$ cat config.mk
export PLATFORM = sky130hd
export DESIGN_NAME = wl_alloc
export DESIGN_NICKNAME = d
export VERILOG_FILES = /design/src/rtl/wl_pkg.sv /design/src/rtl/wl_table.sv /design/src/rtl/wl_pick.sv /design/src/rtl/wl_ctrl.sv /design/src/rtl/wl_alloc.sv
export SDC_FILE = /design/constraint.sdc
export NUM_CORES = 1
export LEC_CHECK = 0
export ABC_AREA = 0
export ABC_CLOCK_PERIOD_IN_PS = 7850
export BUFFER_PORTS_ARGS = -buffer_cell sky130_fd_sc_hd__buf_2
export CORE_MARGIN = 3
export CORE_UTILIZATION = 65
export DETAILED_ROUTE_END_ITERATION = 6
export GPL_TIMING_DRIVEN = 0
export HOLD_SLACK_MARGIN = 0.1
export PLACE_DENSITY = 0.82
export REMOVE_ABC_BUFFERS = 1
export SLEW_MARGIN = 15
export SYNTH_ARGS = -nofsm -noshare
export SYNTH_HDL_FRONTEND = slang
export SYNTH_SLANG_ARGS = --single-unit
$ cat constraint.sdc
create_clock -name clk -period 7.85 [get_ports clk]
set_input_delay 0.785 -clock clk [delete_from_list [all_inputs] [get_ports clk]]
set_output_delay 0.785 -clock clk [all_outputs]
set_load 0.1 [all_outputs]
$ cat src/rtl/wl_pkg.sv
package wl_pkg;

  typedef enum logic [2:0] {
    ST_INIT,
    ST_IDLE,
    ST_RMW,
    ST_ASCAN,
    ST_AFIN,
    ST_SSCAN,
    ST_SFIN,
    ST_SW2
  } wl_state_e;

endpackage

$ cat src/rtl/wl_table.sv
// Simple dual-port table: one synchronous read port, one write port.
module wl_table #(
  parameter int DEPTH = 16,
  parameter int WIDTH = 18,
  localparam int AW = $clog2(DEPTH)
) (
  input  logic             clk,
  input  logic             we,
  input  logic [AW-1:0]    waddr,
  input  logic [WIDTH-1:0] wdata,
  input  logic [AW-1:0]    raddr,
  output logic [WIDTH-1:0] rdata
);

  logic [WIDTH-1:0] mem [DEPTH];

  always_ff @(posedge clk) begin
    if (we) mem[waddr] <= wdata;
    rdata <= mem[raddr];
  end

endmodule

$ cat src/rtl/wl_pick.sv
// Running best-candidate tracker; strict compare keeps the earliest index on ties.
module wl_pick #(
  parameter int CNT_W    = 16,
  parameter int IDX_W    = 4,
  parameter bit WANT_MAX = 1'b0
) (
  input  logic             clk,
  input  logic             rst,
  input  logic             clr,
  input  logic             vld,
  input  logic             cand,
  input  logic [IDX_W-1:0] idx,
  input  logic [CNT_W-1:0] cnt,
  output logic             ok,
  output logic [IDX_W-1:0] best_idx,
  output logic [CNT_W-1:0] best_cnt
);

  logic better;

  generate
    if (WANT_MAX) begin : g_max
      assign better = cnt > best_cnt;
    end else begin : g_min
      assign better = cnt < best_cnt;
    end
  endgenerate

  always_ff @(posedge clk) begin
    if (rst || clr) begin
      ok       <= 1'b0;
      best_idx <= '0;
      best_cnt <= '0;
    end else if (vld && cand && (!ok || better)) begin
      ok       <= 1'b1;
      best_idx <= idx;
      best_cnt <= cnt;
    end
  end

endmodule

$ cat src/rtl/wl_ctrl.sv
module wl_ctrl
  import wl_pkg::*;
#(
  parameter int N_BLK = 16,
  parameter int CNT_W = 16,
  localparam int IDX_W = $clog2(N_BLK),
  localparam int ENT_W = CNT_W + 2,
  localparam int PTR_W = IDX_W + 1
) (
  input  logic             clk,
  input  logic             rst,
  input  logic             alloc_req,
  input  logic             erase_req,
  input  logic [IDX_W-1:0] erase_idx,
  input  logic             mark_req,
  input  logic [IDX_W-1:0] mark_idx,
  input  logic             sweep_req,
  input  logic [CNT_W-1:0] sweep_thr,
  // table port
  output logic             t_we,
  output logic [IDX_W-1:0] t_waddr,
  output logic [ENT_W-1:0] t_wdata,
  output logic [IDX_W-1:0] t_raddr,
  input  logic [ENT_W-1:0] t_rdata,
  // scan feed
  output logic             s_clr,
  output logic             s_vld,
  output logic [IDX_W-1:0] s_idx,
  input  logic             fmin_ok,
  input  logic [IDX_W-1:0] fmin_idx,
  input  logic [CNT_W-1:0] fmin_cnt,
  input  logic             fmax_ok,
  input  logic [IDX_W-1:0] fmax_idx,
  input  logic [CNT_W-1:0] fmax_cnt,
  input  logic             dmin_ok,
  input  logic [IDX_W-1:0] dmin_idx,
  input  logic [CNT_W-1:0] dmin_cnt,
  // results
  output logic             busy,
  output logic             alloc_done,
  output logic             alloc_fail,
  output logic [IDX_W-1:0] alloc_idx,
  output logic             chk_done,
  output logic             reloc_valid,
  output logic [IDX_W-1:0] reloc_src,
  output logic [IDX_W-1:0] reloc_dst
);

  localparam int USED_B = CNT_W;
  localparam int BAD_B  = CNT_W + 1;
  localparam logic [PTR_W-1:0] PTR_END  = PTR_W'(N_BLK);
  localparam logic [PTR_W-1:0] PTR_LAST = PTR_W'(N_BLK - 1);
  localparam logic [CNT_W-1:0] CNT_MAX  = '1;

  wl_state_e        state_q;
  logic [PTR_W-1:0] ptr_q;
  logic             op_mark_q;
  logic [IDX_W-1:0] op_idx_q;
  logic [CNT_W-1:0] thr_q;

  logic [CNT_W-1:0] old_cnt;
  logic [CNT_W-1:0] inc_cnt;
  logic             fire;

  assign old_cnt = t_rdata[CNT_W-1:0];
  assign inc_cnt = (old_cnt == CNT_MAX) ? old_cnt : old_cnt + 1'b1;
  assign fire    = fmax_ok && dmin_ok &&
                   ({1'b0, fmax_cnt} > ({1'b0, dmin_cnt} + {1'b0, thr_q}));

  assign busy  = (state_q != ST_IDLE);
  assign s_clr = (state_q == ST_IDLE);
  assign s_vld = ((state_q == ST_ASCAN) || (state_q == ST_SSCAN)) && (ptr_q != '0);
  assign s_idx = IDX_W'(ptr_q - PTR_W'(1));

  always_comb begin
    if (state_q == ST_IDLE) t_raddr = erase_req ? erase_idx : mark_idx;
    else                    t_raddr = ptr_q[IDX_W-1:0];
  end

  always_comb begin
    t_we    = 1'b0;
    t_waddr = '0;
    t_wdata = '0;
    unique case (state_q)
      ST_INIT: begin
        t_we    = 1'b1;
        t_waddr = ptr_q[IDX_W-1:0];
      end
      ST_RMW: begin
        t_we    = 1'b1;
        t_waddr = op_idx_q;
        if (op_mark_q) t_wdata = {1'b1, t_rdata[USED_B], old_cnt};
        else           t_wdata = {t_rdata[BAD_B], 1'b0, inc_cnt};
      end
      ST_AFIN: begin
        t_we    = fmin_ok;
        t_waddr = fmin_idx;
        t_wdata = {1'b0, 1'b1, fmin_cnt};
      end
      ST_SFIN: begin
        t_we    = fire;
        t_waddr = dmin_idx;
        t_wdata = {1'b0, 1'b0, dmin_cnt};
      end
      ST_SW2: begin
        t_we    = 1'b1;
        t_waddr = fmax_idx;
        t_wdata = {1'b0, 1'b1, fmax_cnt};
      end
      default: ;
    endcase
  end

  always_ff @(posedge clk) begin
    if (rst) begin
      state_q     <= ST_INIT;
      ptr_q       <= '0;
      op_mark_q   <= 1'b0;
      op_idx_q    <= '0;
      thr_q       <= '0;
      alloc_done  <= 1'b0;
      alloc_fail  <= 1'b0;
      alloc_idx   <= '0;
      chk_done    <= 1'b0;
      reloc_valid <= 1'b0;
      reloc_src   <= '0;
      reloc_dst   <= '0;
    end else begin
      alloc_done  <= 1'b0;
      alloc_fail  <= 1'b0;
      chk_done    <= 1'b0;
      reloc_valid <= 1'b0;
      unique case (state_q)
        ST_INIT: begin
          if (ptr_q == PTR_LAST) begin
            ptr_q   <= '0;
            state_q <= ST_IDLE;
          end else begin
            ptr_q <= ptr_q + 1'b1;
          end
        end
        ST_IDLE: begin
          ptr_q <= '0;
          if (alloc_req) begin
            state_q <= ST_ASCAN;
          end else if (erase_req) begin
            op_mark_q <= 1'b0;
            op_idx_q  <= erase_idx;
            state_q   <= ST_RMW;
          end else if (mark_req) begin
            op_mark_q <= 1'b1;
            op_idx_q  <= mark_idx;
            state_q   <= ST_RMW;
          end else if (sweep_req) begin
            thr_q   <= sweep_thr;
            state_q <= ST_SSCAN;
          end
        end
        ST_RMW: state_q <= ST_IDLE;
        ST_ASCAN: begin
          ptr_q <= ptr_q + 1'b1;
          if (ptr_q == PTR_END) state_q <= ST_AFIN;
        end
        ST_AFIN: begin
          alloc_done <= 1'b1;
          alloc_fail <= !fmin_ok;
          alloc_idx  <= fmin_ok ? fmin_idx : '0;
          state_q    <= ST_IDLE;
        end
        ST_SSCAN: begin
          ptr_q <= ptr_q + 1'b1;
          if (ptr_q == PTR_END) state_q <= ST_SFIN;
        end
        ST_SFIN: begin
          chk_done    <= 1'b1;
          reloc_valid <= fire;
          reloc_src   <= fire ? dmin_idx : '0;
          reloc_dst   <= fire ? fmax_idx : '0;
          state_q     <= fire ? ST_SW2 : ST_IDLE;
        end
        ST_SW2: state_q <= ST_IDLE;
        default: state_q <= ST_IDLE;
      endcase
    end
  end

endmodule

$ cat src/rtl/wl_alloc.sv
module wl_alloc #(
  parameter int N_BLK = 16,
  parameter int CNT_W = 16,
  localparam int IDX_W = $clog2(N_BLK),
  localparam int ENT_W = CNT_W + 2
) (
  input  logic             clk,
  input  logic             rst,
  input  logic             alloc_req,
  input  logic             erase_req,
  input  logic [IDX_W-1:0] erase_idx,
  input  logic             mark_req,
  input  logic [IDX_W-1:0] mark_idx,
  input  logic             sweep_req,
  input  logic [CNT_W-1:0] sweep_thr,
  output logic             busy,
  output logic             alloc_done,
  output logic             alloc_fail,
  output logic [IDX_W-1:0] alloc_idx,
  output logic             chk_done,
  output logic             reloc_valid,
  output logic [IDX_W-1:0] reloc_src,
  output logic [IDX_W-1:0] reloc_dst
);

  localparam int USED_B = CNT_W;
  localparam int BAD_B  = CNT_W + 1;

  logic             t_we;
  logic [IDX_W-1:0] t_waddr;
  logic [ENT_W-1:0] t_wdata;
  logic [IDX_W-1:0] t_raddr;
  logic [ENT_W-1:0] t_rdata;

  logic             s_clr;
  logic             s_vld;
  logic [IDX_W-1:0] s_idx;
  logic             is_free;
  logic             is_data;

  logic             fmin_ok, fmax_ok, dmin_ok;
  logic [IDX_W-1:0] fmin_idx, fmax_idx, dmin_idx;
  logic [CNT_W-1:0] fmin_cnt, fmax_cnt, dmin_cnt;

  assign is_free = !t_rdata[BAD_B] && !t_rdata[USED_B];
  assign is_data = !t_rdata[BAD_B] &&  t_rdata[USED_B];

  wl_table #(.DEPTH(N_BLK), .WIDTH(ENT_W)) u_table (
    .clk   (clk),
    .we    (t_we),
    .waddr (t_waddr),
    .wdata (t_wdata),
    .raddr (t_raddr),
    .rdata (t_rdata)
  );

  wl_pick #(.CNT_W(CNT_W), .IDX_W(IDX_W), .WANT_MAX(1'b0)) u_free_min (
    .clk (clk), .rst (rst), .clr (s_clr), .vld (s_vld), .cand (is_free),
    .idx (s_idx), .cnt (t_rdata[CNT_W-1:0]),
    .ok (fmin_ok), .best_idx (fmin_idx), .best_cnt (fmin_cnt)
  );

  wl_pick #(.CNT_W(CNT_W), .IDX_W(IDX_W), .WANT_MAX(1'b1)) u_free_max (
    .clk (clk), .rst (rst), .clr (s_clr), .vld (s_vld), .cand (is_free),
    .idx (s_idx), .cnt (t_rdata[CNT_W-1:0]),
    .ok (fmax_ok), .best_idx (fmax_idx), .best_cnt (fmax_cnt)
  );

  wl_pick #(.CNT_W(CNT_W), .IDX_W(IDX_W), .WANT_MAX(1'b0)) u_data_min (
    .clk (clk), .rst (rst), .clr (s_clr), .vld (s_vld), .cand (is_data),
    .idx (s_idx), .cnt (t_rdata[CNT_W-1:0]),
    .ok (dmin_ok), .best_idx (dmin_idx), .best_cnt (dmin_cnt)
  );

  wl_ctrl #(.N_BLK(N_BLK), .CNT_W(CNT_W)) u_ctrl (
    .clk         (clk),
    .rst         (rst),
    .alloc_req   (alloc_req),
    .erase_req   (erase_req),
    .erase_idx   (erase_idx),
    .mark_req    (mark_req),
    .mark_idx    (mark_idx),
    .sweep_req   (sweep_req),
    .sweep_thr   (sweep_thr),
    .t_we        (t_we),
    .t_waddr     (t_waddr),
    .t_wdata     (t_wdata),
    .t_raddr     (t_raddr),
    .t_rdata     (t_rdata),
    .s_clr       (s_clr),
    .s_vld       (s_vld),
    .s_idx       (s_idx),
    .fmin_ok     (fmin_ok),
    .fmin_idx    (fmin_idx),
    .fmin_cnt    (fmin_cnt),
    .fmax_ok     (fmax_ok),
    .fmax_idx    (fmax_idx),
    .fmax_cnt    (fmax_cnt),
    .dmin_ok     (dmin_ok),
    .dmin_idx    (dmin_idx),
    .dmin_cnt    (dmin_cnt),
    .busy        (busy),
    .alloc_done  (alloc_done),
    .alloc_fail  (alloc_fail),
    .alloc_idx   (alloc_idx),
    .chk_done    (chk_done),
    .reloc_valid (reloc_valid),
    .reloc_src   (reloc_src),
    .reloc_dst   (reloc_dst)
  );

endmodule

## Word-level counts from Yosys, hierarchy flattened

Memories as Yosys holds them, arrays and structs flattened. A register that Yosys moved wholly into a read port is not among the register bits.
Cells that the tools add are included.
Widths: inputs -> output; s select.

- Add/sub/neg operators: 4
- Order comparisons: 4
- Reduce and logical (&&, ||, !) cells: 32
- Equality and inequality tests: 15
- Multiplexer cells: 29
- Bitwise operators: 5

Operators by type and width:

| cell | count |
|---|---|
| $pmux 18 s4 | 1 |
| $lt 16x16->1 | 2 |
| $mux 4 | 7 |
| $mux 3 | 8 |
| $pmux 4 s5 | 1 |
| $mux 18 | 1 |
| $pmux 3 s6 | 1 |
| $add 16x16->17 | 1 |
| $gt 16x17->1 | 1 |
| $add 16x1->16 const B | 1 |
| $eq 16x16->1 const B | 1 |
| $gt 16x16->1 | 1 |
| $mux 16 | 1 |
| $pmux 5 s3 | 1 |
| $eq 3x3->1 const B | 4 |
| $logic_and 1x1->1 | 10 |
| $eq 3x2->1 const B | 2 |
| $mux 1 | 6 |
| $reduce_or 2->1 | 3 |
| $reduce_or 3->1 | 2 |
| $add 5x1->5 const B | 1 |
| $eq 5x4->1 const B | 1 |
| $eq 5x5->1 const B | 1 |
| $logic_not 1->1 | 5 |
| other kinds (17) | 26 |

- RAM bits: 288
- Bits of input ports: 30
- Word-level logic and storage cells: 111
- Register bits after elaboration: 108
- Output and inout port bits: 17
- Memories: 1

Memories:

| name | depth | bits a word | read ports | clocked after Yosys merged registers in | wr ports | line | text |
|---|---|---|---|---|---|---|---|
| u_table.mem | 16 | 18 | 1 | 1 | 1 | wl_table.sv:15 | `logic [WIDTH-1:0] mem [DEPTH];` |

## Logic depth before layout (Yosys ltp)

Gate-level depths: netlist of run 1.

- Depth in word-level cells: 6
- Mapped depth: 16
- Depth with buffers taken out: 15

## Modules after synthesis

A second synthesis of run 1 with hierarchy kept.

- Cells, all modules: 1463
- Area, all modules: 19269.7 um^2

Modules (own cells, without submodules):

| module | instances | area each (um^2) | cells an instance | sequential area each (um^2) |
|---|---|---|---|---|
| wl_table | 1 | 11323.4 | 482 | 9008.6 |
| wl_ctrl | 1 | 3966.3 | 528 | 900.9 |
| wl_pick at u_data_min ... | 2 | 1351.3 | 152 | 420.4 |
| wl_pick at u_free_max | 1 | 1265.0 | 147 | 420.4 |
| wl_alloc | 1 | 12.5 | 2 | 0.0 |

## Least setup slack after synthesis of run 1

Ideal clock, no wire load.

- Path type: register to register
- Start point: register u_data_min.best_cnt[2]
- End point: memory u_table.mem[10][0] (enable)
- Data arrival time: 4.073 ns
- Setup slack: 3.384 ns
- Path buffers: 1
- Setup time: 0.392 ns
- Period minus slack after synthesis: 4.466 ns
- Required time: 7.458 ns
- Stages on the path, launching flop included: 16
- Cells stage by stage: dfxtp_1 -> ha_1 -> and3_1 -> a221oi_1 -> a21oi_1 -> a21oi_1 -> o21ai_0 -> a311oi_1 -> ha_1 -> nand4_1 -> or4_1 -> o2111ai_1 -> a211oi_1 -> a221oi_2 -> buf_2 -> nor2_1

- Longest elaborated chain between the ends: 6

RTL lines:

| item | line | text |
|---|---|---|
| start: declaration | wl_pick.sv:16 | `output logic [CNT_W-1:0] best_cnt` |
| start signal: assignment | wl_pick.sv:37 | `best_cnt <= cnt;` |
| $add 16x16->17 | wl_ctrl.sv:68 | `({1'b0, fmax_cnt} > ({1'b0, dmin_cnt} + {1'b0, thr_q}));` |
| $gt 16x17->1 | wl_ctrl.sv:68 |  |
| $logic_and 1x1->1 | wl_ctrl.sv:67 | `assign fire = fmax_ok && dmin_ok &&` |
| $pmux 1 s3 | wl_ctrl.sv:84 | `unique case (state_q)` |
| $mux 1 | wl_table.sv:18 | `if (we) mem[waddr] <= wdata;` |
| $mux 1 (implied by the code) | wl_table.sv:18 |  |
| end: declaration | wl_table.sv:15 |  |

Every way passes these cells.

## Worst setup path after layout of run 1

- Start point: register u_data_min.best_cnt[2]
- End point: memory u_table.mem[4][14] (enable)

The elaborated chain is that of the path after synthesis.

==> results.py, run 1 <==
metrics = {
    "outcome": {
        "status": "finished, final reports clean",
    },
    "worst_setup_path": {
        "critical_path_buf_inv_count": 2,
        "cp-start-kind": "register",
        "r2r_setup_slack_ns": 2.32,
        "path_class": "register to register",
        "cp_slowest_cell": "a211oi_1",
        "cp_max_fo": 18,
        "rr_startpoint": "u_data_min.best_cnt[2]",
        "path_cells": "ha_1, and3_1, a221oi_1, a21oi_1, a21oi_1, o21ai_0, a311oi_1, ha_1, nand4_1, or4_1, o2111ai_1, a211oi_1, a221oi_4, buf_6, buf_16, nor2_4",
        "rr_worst_depth": 16,
        "cp_top_family": "compound AO/OA/AOI/OAI gates",
        "slowest_delay_ns": 0.76,
        "r2r-end": "u_table.mem[4][14]",
        "cp.required_ns": 8.03,
        "end_kind": "register",
        "cp.arrival_ns": 5.71,
        "critPathLaunch": "u_data_min.best_cnt[2]",
    },
    "global_route": {
        "grt_max_degree": 59,
        "grt_pass1_vias": 14020,
        "grt.overflow.total": 0,
        "track_usage": 0.3115,
        "grt_pass1_wl_um": 76850,
        "antenna_found_initial": 0,
    },
    "clock_network": {
        "cts_tree": "built",
        "holdBufCountCts": 0,
        "h-tree-depth": 2,
        "cts.path.max_buffers": 3,
        "clock_sinks": 414,
        "clk_pin_slew_ns": 0.06,
        "insertion_delay_ns": 0.56,
        "cts_root_buf": "clkbuf_16",
        "postCtsResizedCells": 0,
        "cts_setup_buffers": 0,
        "cts_buffers": 42,
    },
    "drt": {
        "drt-met1-wl_um": 19790,
        "dr.max_layer_used": "met4",
        "dr_wl_met3_um": 4335,
        "vias": 14330,
        "wl_met2_um": 23770,
        "drt-total-wl_um": 49820,
        "ant_nets": 0,
        "routed_via_density": 6.859,
        "firstDrtPassIters": 6,
        "wl_per_cell_um": 23.85,
        "route.detailed.drc": 0,
        "drt_iter0_drc": 1739,
    },
    "logic_synthesis": {
        "ys_types": 68,
        "ys_ff_latch": 414,
        "yosys-top-cells-area": "edfxtp_1 44%, dfxtp_1 13%, mux2i_1 8.2%",
        "synth-main-ff-cell": "edfxtp_1",
        "synth_edf_count": 288,
        "async_reset_ff_frac": 0,
        "synth_area_per_cell_um2": 11.78,
        "yosys.area.top_type": "edfxtp_1",
        "syn_area_mm2": 0.01948,
        "yosys_warnings": 0,
        "synth_top_cell_area_share": 0.4440,
        "synthCells": 1654,
        "yosysSeqAreaShare": 0.5734,
    },
    "flow_run": {
        "max-cap-violations": 0,
    },
    "finish": {
        "fin_cells": 2089,
        "drive_above_1_share": 0.1103,
        "fin_util": 0.7622,
        "nNetsFinal": 1786,
        "n_antenna_cell": 0,
        "postLayoutCellArea_mm2": 0.02217,
        "area_delta_synth_final_pct": 13.82,
    },
    "power_and_ir_drop": {
        "power.switching_mw": 1.181,
        "ir_drop_uv": 218.4,
        "pwr-share-seq": 0.492,
        "switching_share": 0.2376,
        "p_int_mw": 3.788,
        "power_frac_comb": 0.082,
        "p_leak_nw": 7.099,
        "power.share.clock": 0.427,
        "power_density_mw_per_mm2": 224.1,
    },
    "worst_hold_path": {
        "hp-start": "u_ctrl.alloc_idx[2]",
        "whs_path_depth": 2,
        "min_path_type": "register to register",
        "min_to": "u_ctrl.alloc_idx[2]",
    },
    "sta": {
        "hold_viol": 0,
        "rsz0062_at_grt": "false",
        "tightestPinTransition_ns": 1.201,
        "final.min_clock_period_ns": 5.533,
        "fin_crit_sh": 0.7048,
        "clock_skew_ns": 0.02119,
        "drv_slew": 0,
        "setup_tns_ns": 0,
        "fmax_mhz": 180.7,
        "finalSetupViolCount": 0,
        "relSlewSlack": 0.1987,
        "holdWs_ns": 0.4609,
    },
    "die": {
        "start_util": 0.6696,
        "core_area_mm2": 0.02909,
        "io-pin-count": 47,
        "fp.dieArea_mm2": 0.03208,
        "fp.dieH_um": 179.1,
        "rows": 62,
        "die_w_um": 179.1,
    },
    "placed_design": {
        "place.gp.congestion": 0.8942,
        "placed_cells": 2011,
        "port_buffers": 46,
        "hpwl_um": 31110,
        "placed_area_mm2": 0.02063,
    },
}
[cell type report]
type                    count  area (um^2)
clock inverters            22        336.6
fillers                  1740         6918
repair buffers             73        875.8
inverters                  67        251.5
clock buffers              56         1155
flip-flops and latches    414        11170
multi-input cells        1073         7901
well taps                 384        480.5
[worst max path at each step]
| stage | end | slack [ns] | cells past startpoint |
|---|---|---|---|
| after floorplan | u_table.rdata[0] | -3.70 | 4 |
| after global placement | u_table.rdata[8] | -8.76 | 4 |
| after detailed placement | u_table.mem[4][14] | 2.39 | 16 |
| after CTS | u_table.mem[4][14] | 2.38 | 16 |
| after global routing | u_table.mem[4][11] | 2.14 | 16 |
| final | u_table.mem[4][14] | 2.32 | 16 |
[synthesized netlist by cell type, drive strengths merged, types with 21 or more instances]
cell type    n
a31oi       21
edfxtp     288
o21ai       29
clkbuf      59
dfxtp      126
nand2      159
ha          84
a2111oi     52
nand3       48
buf         41
a211oi     115
mux2i      159
nor2        92
a21oi       70
inv         66
o22ai       36
[through the flow]
stage | worst slack [ns] | total power, mW
finish | 2.317 | 4.968
global route | 2.137 | 5.103
CTS | 2.384 | 4.972
detailed placement | 2.392 | 2.871
global placement | -8.764 | 2.834
floorplan | -3.703 | 2.711
[tightest hold or removal path: stages (launching register included)]
cell     delay [ns]
dfxtp_1        0.31
nand2_1        0.05
a21oi_1        0.05
[power groups by stage]
stage | logic [mW] | clock network, mW | registers [mW]
CTS | 0.398 | 2.14 | 2.44
finish | 0.407 | 2.12 | 2.44
detailed placement | 0.389 | 0 | 2.48
global placement | 0.353 | 0 | 2.48
floorplan | 0.257 | 0 | 2.45
global route | 0.444 | 2.21 | 2.45
[placed cells by master (no fill, tap or decap), types with 12 or more instances in the layout]
| cell | n |
|---|---|
| nor2_1 | 75 |
| a2111oi_0 | 52 |
| nor3_1 | 17 |
| a21oi_1 | 70 |
| inv_1 | 65 |
| xnor2_1 | 17 |
| buf_16 | 19 |
| clkbuf_16 | 43 |
| nand4_1 | 12 |
| nand2_1 | 157 |
| ha_1 | 84 |
| o31ai_1 | 18 |
| edfxtp_1 | 288 |
| or4_1 | 20 |
| nor2_4 | 15 |
| dfxtp_1 | 125 |
| o21ai_0 | 28 |
| buf_2 | 46 |
| nand3_1 | 47 |
| o22ai_1 | 29 |
| a31oi_1 | 17 |
| mux2i_1 | 157 |
| a211oi_1 | 115 |
[cells by family (layout without fill, tap and decap cells)]
kind of cell             Yosys count  count (layout)  synth area share
flip-flops                       414             414            0.5734
AO/OA/AOI/OAI                    408             408            0.1481
AND/OR/NAND/NOR                  391             391           0.09313
buffers and inverters            167             218           0.03462
multiplexers                     163             163           0.08401
adder cells (fa/ha/maj)           85              85           0.05498
XOR/XNOR                          26              26           0.01169
[state kept, by name, indices dropped and copies added, names as in the netlist, 5 cells and up]
register	flops
u_ctrl.ptr_q	5
u_ctrl.thr_q	16
u_data_min.best_cnt	16
u_free_max.best_cnt	16
u_free_min.best_cnt	16
u_table.mem	288
u_table.rdata	18
[per-layer routing]
layer  up-vias  track usage
met5         -            0
met4         0       0.1334
met3       149      0.04108
met2       728       0.5114
met1      7046       0.4203
li1       6406            -
(Power assumes the default switching activity.)
==> inputs of run 2 (changes only) <==
Settings changed: ABC_AREA 0 to 1, ABC_CLOCK_PERIOD_IN_PS 7850 to 4800, CORE_UTILIZATION 65 to 57, PLACE_DENSITY 0.82 to 0.77.
Clock period 7.85 ns to 4.8 ns, I/O delays scaled along.
==> run 2 against run 1 <==
Compared with the run above: sequential share of layout area down 0.35 points; routed wire length is 0.67% lower; clock-buffer cell count rose by 1; via count up 4.6%; die area is 14% higher; sequential cell count unchanged; synthesized cell count rose by 23%; fmax is 24% higher; global-route usage down 4.1 points; highest routed layer unchanged; setup slack worse by 2.0 ns.
==> results.py, run 2 <==
metrics = {
    "global_route": {
        "grt_pass1_wl_um": 76760,
        "grt_pass1_vias": 14750,
        "grt.overflow.total": 0,
        "antenna_found_initial": 0,
        "track_usage": 0.2708,
        "grt_max_degree": 49,
    },
    "drt": {
        "firstDrtPassIters": 6,
        "vias": 14980,
        "ant_nets": 0,
        "drt-total-wl_um": 49490,
        "drt_iter0_drc": 1545,
        "wl_per_cell_um": 19.33,
        "routed_via_density": 5.852,
        "route.detailed.drc": 0,
    },
    "logic_synthesis": {
        "yosysSeqAreaShare": 0.5727,
        "yosys-top-cells-area": "edfxtp_1 44%, dfxtp_1 13%, nand2_1 7.3%",
        "yosys_warnings": 0,
        "synthCells": 2030,
        "async_reset_ff_frac": 0,
        "ys_ff_latch": 414,
        "synth_edf_count": 288,
        "synth_common_cells": "377 x nand2_1, 288 x edfxtp_1, 278 x inv_1, 187 x nand3_1, 148 x o211ai_1",
        "synth-main-ff-cell": "edfxtp_1",
        "syn_area_mm2": 0.01951,
        "synth_area_per_cell_um2": 9.609,
        "ys_types": 48,
        "yosys.area.top_type": "edfxtp_1",
        "synth_top_cell_area_share": 0.4434,
        "yosysMostFrequentCell": "nand2_1",
    },
    "finish": {
        "nNetsFinal": 2192,
        "reg_top3": "u_table.mem x288, u_table.rdata x18",
        "fillers": 2433,
        "largest_register_ffs": 288,
        "top_register": "u_table.mem",
        "final_cell_mix": "376 x nand2_1, 288 x edfxtp_1, 278 x inv_1",
        "n_antenna_cell": 0,
        "drive_above_1_share": 0.09801,
        "postLayoutCellArea_mm2": 0.02233,
        "area_delta_synth_final_pct": 14.46,
        "final_common_cell": "nand2_1",
    },
    "sta": {
        "clock_skew_ns": 0.02220,
        "final.min_clock_period_ns": 4.474,
        "drv_slew": 0,
        "fin_crit_sh": 0.9320,
        "finalSetupViolCount": 0,
        "timing.final.ws_setup_ns": 0.3264,
        "relSlewSlack": 0.2015,
        "tightestPinTransition_ns": 1.190,
        "hold_viol": 0,
        "fmax_mhz": 223.5,
    },
    "worst_setup_path": {
        "end_kind": "register",
        "slowest_delay_ns": 0.43,
        "path_cells": "ha_1, nand3_1, nand3_1, a21oi_1, o21ai_0, a21boi_0, o21ai_0, xnor2_1, ha_1, nand2_1, nor3_1, nand4_1, nand2_1, nor2_1, nand3_1, nand2_2, nand3_2, nor2_4, buf_12",
        "cp_slowest_cell": "dfxtp_1",
        "path_class": "register to register",
        "cp_max_fo": 12,
        "cp.required_ns": 5.09,
        "critical_path_buf_inv_count": 1,
        "path_common_cell": "nand3_1",
        "cp_top_family": "simple AND/OR/NAND/NOR gates",
        "cp.arrival_ns": 4.77,
        "cp-start-kind": "register",
    },
    "power_and_ir_drop": {
        "p_int_mw": 6.056,
        "pwr-share-seq": 0.492,
        "power_density_mw_per_mm2": 362.6,
        "power_frac_comb": 0.097,
        "power.share.clock": 0.410,
        "power.switching_mw": 2.039,
        "ir_drop_uv": 260.8,
        "switching_share": 0.2519,
        "p_leak_nw": 8.528,
    },
    "clock_network": {
        "clock_sinks": 414,
        "cts_buffers": 44,
        "cts_root_buf": "clkbuf_16",
        "h-tree-depth": 2,
        "insertion_delay_ns": 0.59,
        "holdBufCountCts": 0,
        "clk_pin_slew_ns": 0.06,
        "cts_tree": "built",
        "cts.path.max_buffers": 3,
    },
    "placed_design": {
        "placed_area_mm2": 0.02036,
        "port_buffers": 46,
        "place.gp.congestion": 0.9051,
        "hpwl_um": 29640,
        "preCtsSetupSlack_ns": -0.1119,
    },
    "worst_hold_path": {
        "min_path_type": "input pin to register",
    },
    "die": {
        "fp.dieArea_mm2": 0.03648,
        "start_util": 0.5803,
        "rows": 67,
        "io-pin-count": 47,
        "fp.dieH_um": 191.0,
        "die_w_um": 191.0,
        "core_area_mm2": 0.03362,
    },
    "flow_run": {
        "max-cap-violations": 0,
    },
    "outcome": {
        "status": "finished, final reports clean",
    },
}
[run 2: cell types whose count changed after synthesis, moves of 29 or more]
cell       delta
a2111oi_0    -52
a211oi_1    -111
a21oi_1      +38
inv_1       +213
mux2i_1     -156
nand2_1     +220
nand3_1     +139
nor2_1       +50
o211ai_1    +142
o21ai_0      +46
o22ai_1      -29
[run 2: layout make-up]
class / count / area [um^2] / area share
Multi-Input combinational cell: 1236 / 7034 / 0.3151
Timing Repair Buffer: 91 / 1056 / 0.04730
Clock inverter: 24 / 206.4 / 0.009247
Sequential cell: 414 / 11170 / 0.5003
Inverter: 290 / 1094 / 0.04898
Tap cell: 448 / 560.5 / 0.02511
Clock buffer: 57 / 1205 / 0.05397
[run 2: power by group through the flow]
stage | clock network [mW] | logic (mW) | registers (mW)
CTS | 3.35 | 0.766 | 3.98
detailed placement | 0 | 0.734 | 4.05
global route | 3.48 | 0.880 | 3.99
finish | 3.32 | 0.788 | 3.98
global placement | 0 | 0.673 | 4.05
floorplan | 0 | 0.499 | 4.01
[run 2: per-layer routing]
metal	share of wire	GRT usage
met1	0.39	0.3365
met2	0.49	0.4630
met3	0.084	0.04658
met4	0.042	0.1259
met5	0	0
[run 2: worst register-to-register path, delay by kind of cell, from the launching register on]
family                   cells  cell delay [ns]
AO/OA/AOI/OAI                4             1.07
buffers and inverters        1             0.19
AND/OR/NAND/NOR             11             1.72
adder cells (fa/ha/maj)      2             0.57
flip-flops                   1             0.43
XOR/XNOR                     1             0.21
[run 2: path summary, 6_finish.rpt]
kind                                from  slack [ns]                  to  cells past startpoint
setup / recovery  u_data_min.best_cnt[2]        0.33  u_table.mem[13][0]                     19
hold / removal             sweep_thr[11]        0.16    u_ctrl.thr_q[11]                      3
setup reg to reg  u_data_min.best_cnt[2]        0.33  u_table.mem[13][0]                     19
hold reg to reg       u_ctrl.op_idx_q[0]        0.46  u_ctrl.op_idx_q[0]                      2
[run 2: kinds of logic (layout without fill, tap and decap cells)]
logic type / after synthesis / in the layout / share of synthesized area
AND/OR/NAND/NOR: 749 / 749 / 0.1615
flip-flops: 414 / 414 / 0.5727
AO/OA/AOI/OAI: 381 / 381 / 0.1247
buffers and inverters: 380 / 462 / 0.07659
adder cells (fa/ha/maj): 85 / 85 / 0.05491
XOR/XNOR: 18 / 18 / 0.008082
multiplexers: 3 / 3 / 0.001540
[run 2: timing repair]
action,in CTS,in global routing
setup endpoints to repair,288,288
pin swaps,13,0
gates cloned,0,0
setup buffers,29,0
gates resized for setup,0,5
[run 2: stage by stage]
| step | total power [mW] | TNS [ns] | hold slack (ns) | std cells | utilization |
|---|---|---|---|---|---|
| finish | 8.095 | 0 | 0.1606 | 2560 | 0.6642 |
| floorplan | 4.509 | -33.01 | 0.4205 | 1940 | - |
| detailed placement | 4.786 | -15.42 | 0.4468 | 2448 | 0.6055 |
| global placement | 4.722 | -312.09 | 0.4423 | 2434 | 0.5918 |
| global route | 8.352 | -0.3597 | 0.1673 | 2560 | 0.6642 |
| CTS | 8.088 | 0 | 0.1374 | 2558 | 0.6622 |
==> inputs of run 3 (changes only) <==
Settings changed: CELL_PAD_IN_SITES_DETAIL_PLACEMENT set to 1, CELL_PAD_IN_SITES_GLOBAL_PLACEMENT set to 2, CORE_UTILIZATION 57 to 37, PLACE_DENSITY 0.77 to unset, PLACE_DENSITY_LB_ADDON set to 0.1.
==> run 3 against run 2 <==
Compared with the run above: core utilization fell by 22 points; clock skew is 0.0012 ns higher; critical path depth increased by 3; sequential power about the same; first-iteration DRC count decreased by 48%; non-clock buffer count increased by 4; hold slack gained 0.0023 ns; setup slack got worse by 0.0090 ns; power increased by 2.4%.
==> results.py, run 3 (same netlist as run 2, synthesis figures left out) <==
metrics = {
    "drt": {
        "firstDrtPassIters": 5,
        "ant_nets": 0,
        "wl_per_cell_um": 20.49,
        "routed_via_density": 5.186,
        "drt_iter0_drc": 802,
        "vias": 14530,
        "drt-total-wl_um": 57410,
        "route.detailed.drc": 0,
    },
    "finish": {
        "top_register": "u_table.mem",
        "fin_cells": 2802,
        "reg_top3": "u_table.mem x288, u_table.rdata x18",
        "nNetsFinal": 2199,
        "largest_register_ffs": 288,
        "n_antenna_cell": 0,
        "fillers": 5781,
        "area_delta_synth_final_pct": 17.10,
        "final_cell_mix": "376 x nand2_1, 288 x edfxtp_1, 278 x inv_1",
        "drive_above_1_share": 0.1018,
        "final_common_cell": "nand2_1",
    },
    "global_route": {
        "grt_max_degree": 55,
        "antenna_found_initial": 0,
        "grt_pass1_vias": 15130,
        "track_usage": 0.2043,
        "grt_pass1_wl_um": 88780,
        "grt.overflow.total": 0,
    },
    "worst_setup_path": {
        "cp-start-kind": "register",
        "cp.arrival_ns": 4.75,
        "cp_max_fo": 15,
        "critPathLaunch": "u_data_min.best_cnt[0]",
        "cp.required_ns": 5.07,
        "end_kind": "register",
        "rr_startpoint": "u_data_min.best_cnt[0]",
        "path_class": "register to register",
    },
    "sta": {
        "tightestPinTransition_ns": 1.084,
        "fmax_mhz": 223.1,
        "clock_skew_ns": 0.02338,
        "relSlewSlack": 0.2748,
        "fin_crit_sh": 0.9339,
        "final.min_clock_period_ns": 4.483,
        "rsz0062_at_grt": "false",
        "timing.final.ws_setup_ns": 0.3174,
        "drv_slew": 0,
        "hold_viol": 0,
        "holdWs_ns": 0.1629,
        "finalSetupViolCount": 0,
    },
    "die": {
        "core_area_mm2": 0.05172,
        "io-pin-count": 47,
        "fp.dieH_um": 235.6,
        "start_util": 0.3772,
        "rows": 83,
        "die_w_um": 235.6,
        "fp.dieArea_mm2": 0.05551,
    },
    "clock_network": {
        "cts_buffers": 47,
        "cts_tree": "built",
        "h-tree-depth": 2,
        "insertion_delay_ns": 0.59,
        "clk_pin_slew_ns": 0.06,
        "cts_root_buf": "clkbuf_16",
        "holdBufCountCts": 0,
        "clock_sinks": 414,
        "cts.path.max_buffers": 3,
    },
    "outcome": {
        "status": "finished, final reports clean",
    },
    "placed_design": {
        "place.gp.congestion": 0.8094,
        "placed_cells": 2701,
        "hpwl_um": 38550,
        "port_buffers": 46,
        "preCtsSetupSlack_ns": -0.3506,
    },
    "worst_hold_path": {
        "hp-start": "sweep_thr[6]",
        "min_path_type": "input pin to register",
    },
    "power_and_ir_drop": {
        "ir_drop_uv": 212.7,
        "power_density_mw_per_mm2": 362.7,
        "p_leak_nw": 8.621,
    },
    "flow_run": {
        "max-cap-violations": 0,
    },
}
run 3: metrics by stage:
stage / cell area (um^2) / power (mW) / setup TNS, ns / util
floorplan: 19100 / 4.509 / -33.01 / -
global placement: 20180 / 4.789 / -477.94 / 0.3903
detailed placement: 21130 / 4.873 / -30.11 / 0.4085
CTS: 22750 / 8.407 / 0 / 0.4399
global route: 22840 / 8.655 / 0 / 0.4417
finish: 22840 / 8.286 / 0 / 0.4417
run 3: timing repair:
action / 4_1_cts / 5_1_grt
pin swaps: 8 / 5
cloned: 0 / 0
buffers inserted: 10 / 4
gates resized for setup: 3 / 8
endpoints found under the hold margin: 0 / 0
setup endpoints to repair: 212 / 287
run 3: metal layers:
metal	part of all wire	track usage	routed length (um)	vias up
met2	0.47	0.3420	27180	197
li1	-	-	-	7098
met4	0.023	0.05789	1307	0
met5	0	0	0	-
met1	0.47	0.2787	27180	7157
met3	0.030	0.02624	1751	80
run 3: layout make-up:
cell class | instances | area [um^2] | share of cell area
Sequential cell | 414 | 11170 | 0.4890
Inverter | 290 | 1094 | 0.04787
Timing Repair Buffer | 95 | 1172 | 0.05133
Multi-Input combinational cell | 1236 | 7071 | 0.3095
Clock buffer | 58 | 1247 | 0.05461
Tap cell | 680 | 850.8 | 0.03725
Clock inverter | 29 | 236.5 | 0.01035
run 3: power breakdown:
group	internal (mW)	total, mW	switching (mW)
logic	0.305	0.805	0.501
registers	3.87	3.99	0.126
clock network	2.01	3.49	1.48
run 3: final timing paths:
check | to | slack, ns | cells after the start
setup / recovery | u_table.mem[10][5] | 0.32 | 22
hold / removal | u_ctrl.thr_q[6] | 0.16 | 3
setup reg to reg | u_table.mem[10][5] | 0.32 | 22
hold reg to reg | u_free_min.best_cnt[1] | 0.46 | 2
run 3: critical path: stages (launching register included):
cell and delay, ns:
dfxtp_1 0.35, ha_1 0.27, fa_1 0.42, nand3_1 0.11
o211ai_1 0.15, nand2_1 0.10, nand2_1 0.15, a21oi_2 0.20
o21ai_1 0.12, nand2_1 0.08, nand2_1 0.05, xor2_1 0.15
ha_1 0.29, nand2_1 0.13, nor2_1 0.06, nand4_1 0.11
nand2_1 0.07, nor2_1 0.22, nand3_2 0.20, nand2_4 0.20
nand3_2 0.22, nor2_4 0.26, buf_12 0.21
